`config.mk`:
```
export PLATFORM = sky130hd
export DESIGN_NAME = dbell_mbox_top
export DESIGN_NICKNAME = d
export VERILOG_FILES = /design/src/rtl/dbm_pkg.sv /design/src/rtl/dbm_win_dec.sv /design/src/rtl/dbm_stat_word.sv /design/src/rtl/dbm_wake.sv /design/src/rtl/dbell_mbox_top.sv
export SDC_FILE = /design/constraint.sdc
export NUM_CORES = 1
export LEC_CHECK = 0
export CELL_PAD_IN_SITES_DETAIL_PLACEMENT = 0
export CELL_PAD_IN_SITES_GLOBAL_PLACEMENT = 1
export CORE_MARGIN = 2
export CORE_UTILIZATION = 43
export DETAILED_ROUTE_END_ITERATION = 16
export HOLD_SLACK_MARGIN = 0.12
export PLACE_DENSITY_LB_ADDON = 0.1
export REMOVE_ABC_BUFFERS = 1
export SYNTH_ARGS = -nofsm -noshare
export SYNTH_HDL_FRONTEND = slang
export SYNTH_SLANG_ARGS = --single-unit
```
`constraint.sdc`:
```
create_clock -name clk -period 3.2 [get_ports clk]
set_clock_uncertainty 0.2 [all_clocks]
set_input_delay 0.64 -clock clk [delete_from_list [all_inputs] [get_ports clk]]
set_output_delay 0.64 -clock clk [all_outputs]
set_load 0.02 [all_outputs]
```
`src/rtl/dbm_pkg.sv`:
```
package dbm_pkg;
   localparam int unsigned MAX_CH    = 3;
   localparam int unsigned WIN_SHIFT = 5;           // 0x20-byte channel windows
   localparam logic [4:0]  OFS_STAT  = 5'h00;
   localparam logic [4:0]  OFS_CLR   = 5'h08;
   localparam logic [4:0]  OFS_SET   = 5'h0C;
   localparam logic [11:0] ADR_CAP   = 12'hF80;
   localparam logic [11:0] ADR_REQ   = 12'hF88;
   localparam logic [11:0] ADR_RDY   = 12'hF8C;
endpackage

```
`src/rtl/dbm_win_dec.sv`:
```
module dbm_win_dec #(
   parameter int unsigned ADDR_W = 12,
   parameter int unsigned NUM_CH = 3
) (
   input  logic [ADDR_W-1:0] addr,
   output logic [NUM_CH-1:0] ch_hit,
   output logic [4:0]        ofs
);
   localparam int unsigned SEL_W = ADDR_W - dbm_pkg::WIN_SHIFT;

   assign ofs = addr[dbm_pkg::WIN_SHIFT-1:0];

   for (genvar i = 0; i < NUM_CH; i++) begin : g_hit
      assign ch_hit[i] = (addr[ADDR_W-1:dbm_pkg::WIN_SHIFT] == SEL_W'(i));
   end
endmodule

```
`src/rtl/dbm_stat_word.sv`:
```
module dbm_stat_word #(
   parameter int unsigned DATA_W = 32
) (
   input  logic              clk,
   input  logic              rst_n,
   input  logic [DATA_W-1:0] set_mask,
   input  logic [DATA_W-1:0] clr_mask,
   output logic [DATA_W-1:0] word,
   output logic              irq
);
   always_ff @(posedge clk or negedge rst_n) begin
      if (!rst_n) word <= '0;
      else        word <= (word & ~clr_mask) | set_mask;
   end

   assign irq = |word;
endmodule

```
`src/rtl/dbm_wake.sv`:
```
module dbm_wake #(
   parameter int unsigned WAKE_LAT = 3
) (
   input  logic clk,
   input  logic rst_n,
   input  logic req_wr,
   input  logic req_val,
   output logic req,
   output logic rdy
);
   localparam int unsigned CW = $clog2(WAKE_LAT + 1);

   logic [CW-1:0] cnt;

   always_ff @(posedge clk or negedge rst_n) begin
      if (!rst_n)      req <= 1'b0;
      else if (req_wr) req <= req_val;
   end

   always_ff @(posedge clk or negedge rst_n) begin
      if (!rst_n)                      cnt <= '0;
      else if (!req)                   cnt <= '0;
      else if (cnt != CW'(WAKE_LAT))   cnt <= cnt + 1'b1;
   end

   assign rdy = req && (cnt == CW'(WAKE_LAT));
endmodule

```
`src/rtl/dbell_mbox_top.sv`:
```
module dbell_mbox_top #(
   parameter int unsigned ADDR_W   = 12,
   parameter int unsigned DATA_W   = 32,
   parameter int unsigned NUM_CH   = 3,
   parameter int unsigned WAKE_LAT = 3
) (
   input  logic              clk,
   input  logic              rst_n,
   input  logic [ADDR_W-1:0] snd_addr,
   input  logic              snd_wr,
   input  logic [DATA_W-1:0] snd_wdata,
   input  logic              snd_rd,
   output logic [DATA_W-1:0] snd_rdata,
   input  logic [ADDR_W-1:0] rcv_addr,
   input  logic              rcv_wr,
   input  logic [DATA_W-1:0] rcv_wdata,
   input  logic              rcv_rd,
   output logic [DATA_W-1:0] rcv_rdata,
   output logic [NUM_CH-1:0] rcv_irq,
   output logic              wake_req
);
   import dbm_pkg::*;

   if (NUM_CH < 1 || NUM_CH > MAX_CH) begin : g_bad_nch
      $error("dbell_mbox_top: NUM_CH must be 1..3");
   end
   if (ADDR_W < 12) begin : g_bad_aw
      $error("dbell_mbox_top: ADDR_W must be at least 12");
   end
   if (WAKE_LAT < 1) begin : g_bad_lat
      $error("dbell_mbox_top: WAKE_LAT must be at least 1");
   end
   if (DATA_W < 2) begin : g_bad_dw
      $error("dbell_mbox_top: DATA_W must be at least 2");
   end

   localparam logic [ADDR_W-1:0] A_CAP = ADDR_W'(ADR_CAP);
   localparam logic [ADDR_W-1:0] A_REQ = ADDR_W'(ADR_REQ);
   localparam logic [ADDR_W-1:0] A_RDY = ADDR_W'(ADR_RDY);

   logic [NUM_CH-1:0]             snd_hit, rcv_hit;
   logic [4:0]                    snd_ofs, rcv_ofs;
   logic [NUM_CH-1:0][DATA_W-1:0] stat_q;
   logic                          acc_req, acc_rdy;
   logic [DATA_W-1:0]             snd_rv, rcv_rv;

   dbm_win_dec #(.ADDR_W(ADDR_W), .NUM_CH(NUM_CH)) u_snd_dec (
      .addr(snd_addr), .ch_hit(snd_hit), .ofs(snd_ofs));
   dbm_win_dec #(.ADDR_W(ADDR_W), .NUM_CH(NUM_CH)) u_rcv_dec (
      .addr(rcv_addr), .ch_hit(rcv_hit), .ofs(rcv_ofs));

   dbm_wake #(.WAKE_LAT(WAKE_LAT)) u_wake (
      .clk    (clk),
      .rst_n  (rst_n),
      .req_wr (snd_wr && (snd_addr == A_REQ)),
      .req_val(snd_wdata[0]),
      .req    (acc_req),
      .rdy    (acc_rdy));

   assign wake_req = acc_req;

   for (genvar i = 0; i < NUM_CH; i++) begin : g_ch
      logic [DATA_W-1:0] set_m, clr_m;
      assign set_m = (snd_wr && acc_rdy && snd_hit[i] && snd_ofs == OFS_SET)
                     ? snd_wdata : '0;
      assign clr_m = (rcv_wr && rcv_hit[i] && rcv_ofs == OFS_CLR)
                     ? rcv_wdata : '0;
      dbm_stat_word #(.DATA_W(DATA_W)) u_word (
         .clk(clk), .rst_n(rst_n), .set_mask(set_m), .clr_mask(clr_m),
         .word(stat_q[i]), .irq(rcv_irq[i]));
   end

   always_comb begin
      snd_rv = '0;
      rcv_rv = '0;
      for (int i = 0; i < NUM_CH; i++) begin
         if (snd_hit[i] && snd_ofs == OFS_STAT) snd_rv = stat_q[i];
         if (rcv_hit[i] && rcv_ofs == OFS_STAT) rcv_rv = stat_q[i];
      end
      if (snd_addr == A_CAP) snd_rv = DATA_W'(NUM_CH);
      if (snd_addr == A_REQ) snd_rv = {{(DATA_W-1){1'b0}}, acc_req};
      if (snd_addr == A_RDY) snd_rv = {{(DATA_W-1){1'b0}}, acc_rdy};
   end

   always_ff @(posedge clk or negedge rst_n) begin
      if (!rst_n) begin
         snd_rdata <= '0;
         rcv_rdata <= '0;
      end else begin
         snd_rdata <= snd_rd ? snd_rv : '0;
         rcv_rdata <= rcv_rd ? rcv_rv : '0;
      end
   end
endmodule

```
==> reports/metrics.yaml <==
logic_synthesis:
  synth_enable_flop_cells: 0
  syn-cell-area_sq_um: 7780
  yosys_warnings: 0
  library_cells_used_by_synthesis: 40
  synth_ff_type: "sky130_fd_sc_hd__dfrtp_1"
  combinational_family_with_the_most_area_after_synthesis: "simple AND/OR/NAND/NOR gates"
  synthMuxAreaShare: 0.0489
  synthMostInstantiatedCell: "sky130_fd_sc_hd__dfrtp_1"
  postSynthCellCount: 757
  synth_largest_type_area_fraction: 0.525
  ys_async_sr_fraction: 1.00
  yosys.area.top_type: "sky130_fd_sc_hd__dfrtp_1"
  post_synth_fa_ha_maj_area_fraction: 0.00161
  synth_compound_gate_area_share: 0.166
  leading_post_synthesis_cells_by_instance_count: "163 x sky130_fd_sc_hd__dfrtp_1, 128 x sky130_fd_sc_hd__nor2_1, 97 x sky130_fd_sc_hd__nand3_1"
  yosys.area_share.simple: 0.213
  synth.yosys.seq_area_share: 0.525
  synthTopCellsByArea: "sky130_fd_sc_hd__dfrtp_1 52%, sky130_fd_sc_hd__a22o_1 11%, sky130_fd_sc_hd__nand3_1 6.2%"
  syn_area_per_cell_sq_um: 10.3
  post_synth_xor_area_fraction: 0.00113
  ys_seq_elements: 163
timing:
  final_max_slew_viol_count: 0
  fin_crit_sh: 0.969
  setup-violations-final: 0
  number_of_hold_violations_in_the_final_report: 0
  final.setup.worst_slack_ps: 101
  rsz0062_at_grt: "false"
  fin_crit_period_ps: 3100
  transition_time_at_the_pin_with_the_least_slew_margin_ps: 599
  fmaxAchievable_ghz: 0.323
  worst_slew_margin_rel: 0.601
drt:
  via_count_of_the_routed_design: 7055
  post_drt_wl_per_cell_microns: 22.9
  ant_nets: 0
  drcViolationCount: 0
  route.detailed.vias_per_inst: 6.12
  route.final.wire_length_mm: 26.4
  detailedRoute.firstPassIterationCount: 5
  detailedRoute.firstIterationViolations: 649
placed_design:
  place.detailed.instances: 1119
  gp_congestion: 0.871
  io_buffers: 161
  worst_slack_at_placement_ps: 206
  hpwl_mm: 16.7
setup_path:
  largest_stage_delay_on_the_critical_path_ps: 460
  worstPathRequired_ps: 2360
  cell_at_the_slowest_stage_of_the_critical_path: "sky130_fd_sc_hd__dfrtp_1"
  worstSetupEndpointType: "primary output"
  worst-setup-path-type: "reg2out"
  crit_chain: "nor4_4, buf_4, nand4_1, or2_2, dlygate4sd2_1"
  critical_path_arrival_ps: 2260
  crit_buf_inv: 2
  critPathTopFamily: "simple AND/OR/NAND/NOR gates"
  setup.worst_path.start_class: "register"
  worst_path_maximum_fanout: 4
grt:
  largest_net_degree_at_the_start_of_global_routing: 97
  grt_antenna_before_repair: 2
  grt_pass1_wl_mm: 41.3
  gr-usage-all-layers: 0.278
  grt_pass1_vias: 7287
  grt_overflow: 0
clocking:
  post_cts.repair.setup_buffers: 0
  worst_skew_pair.late_latency_ps: 430
  cts_tree: "built"
  cts.sinks: 163
  clockBufferDepth: 2
  post_cts_clock_slew_at_the_launch_and_capture_registers_of_the_worst_setup_and_hold_paths_ps: 60
  clk_root_buffer_cell: "sky130_fd_sc_hd__clkbuf_16"
  cts_buffers: 17
  cts-htree-levels: 4
pwr:
  power.sequential.fraction: 0.443
  ir_drop_v: 0.000385
  net-switching-power_uw: 1040
  power-per-cell-area_nw_per_um2: 443
  power.clock.fraction: 0.485
  sw_frac_of_total: 0.224
  power_frac_comb: 0.072
  p_total_uw: 4650
  internal_power_uw: 3610
  power_leakage_uw: 0.00458
die:
  initial_utilization: 0.436
  rows: 49
  floorplan.die_area_sq_um: 19200
  core_area_sq_um: 17800
  die-width_microns: 138
  top_level_ports: 162
  die_height_microns: 138
cells_and_area:
  instances_no_fill: 1153
  layout-drive-gt1-share: 0.141
  area_growth_pct: 35.0
  multi_input_comb_area_sq_um: 3480
  finalNetCount: 1005
  fillers: 1469
  ff_latch_area_sq_um: 4080
flow_run:
  maxCapViolCount: 0
run_status:
  run_status: "complete, no violations"
worst_hold_path:
  timing.hold.worst.class: "reg2reg"
sequential cells by signal, indices dropped and copies added (netlist names):
name,count
u_wake.req,1
snd_rdata,32
rcv_rdata,32
u_wake.cnt,2
g_ch.u_word.word,96
power by group through the flow:
stage / Sequential, uW / Combinational [uW] / Clock [uW]
final: 2060 / 333 / 2260
after floorplan: 2100 / 70.4 / 0
after detailed placement: 2100 / 331 / 0
after global placement: 2100 / 323 / 0
after global routing: 2060 / 358 / 2370
after CTS: 2060 / 333 / 2280
routing by layer:
layer	vias up	wire, microns	GRT usage
li1	3116	-	-
met1	3437	10800	0.372
met2	435	12500	0.439
met3	67	2400	0.0648
met4	0	733	0.112
met5	-	0	0
area by class of cell:
class | count | share of cell area
sequential | 163 | 0.389
multi-input combinational | 528 | 0.331
timing repair buffer | 197 | 0.190
clock buffer | 18 | 0.0418
tap | 229 | 0.0273
clock inverter | 14 | 0.0198
inverter | 3 | 0.00107
antenna | 1 | 0.000238
stage by stage:
stage	utilization	hold WS [ps]	cell area [sq um]	setup TNS, ps
final	0.588	354	10500	0
after CTS	0.587	359	10500	0
after global routing	0.588	379	10500	0
after global placement	0.547	331	9750	0
after floorplan	-	144	7440	-332640
after detailed placement	0.547	333	9750	0
final timing paths:
| check | from | end | slack [ps] | cells after the start |
|---|---|---|---|---|
| setup / recovery | g_ch[2].u_word.word[30] | rcv_irq[2] | 100 | 5 |
| hold / removal | u_wake.cnt[1] | u_wake.cnt[1] | 350 | 2 |
| setup reg to reg | u_wake.cnt[0] | g_ch[0].u_word.word[22] | 780 | 6 |
| hold reg to reg | u_wake.cnt[1] | u_wake.cnt[1] | 350 | 2 |
| max in group asynchronous | rst_n | rcv_rdata[14] | 1500 | 3 |
| min in group asynchronous | rst_n | snd_rdata[28] | 540 | 2 |
cells by family after synthesis:
family,count (synthesis)
AND/OR/NAND/NOR,326
AO/OA/AOI/OAI,166
flip-flops,163
buffers and inverters,66
multiplexers,34
XOR/XNOR,1
adder cells (fa/ha/maj),1
worst min-delay path, delay by kind of cell, from the launching register on:
kind | cells | cell delay, ps
flops | 1 | 350
mux | 1 | 70
simple gates | 1 | 100
placed cells by master, fill, tap and decap left out, drive strengths merged, types with 5 or more instances in the layout:
cell             n
a21oi           33
nor3            37
mux2            32
nand4            8
nor2           128
a22o            96
clkinv           5
dfrtp          163
inv              5
nor4            29
or2              6
nand3           97
buf             37
clkdlybuf4s50  156
or4              6
a22oi           30
clkbuf          18
bufinv           5
timing repair:
item	4_1_cts	5_1_grt
endpoints found under the hold margin	53	0
setup endpoints to repair	3	1
hold buffers	1	0
gates resized for setup	10	5
(Power assumes the default switching activity.)
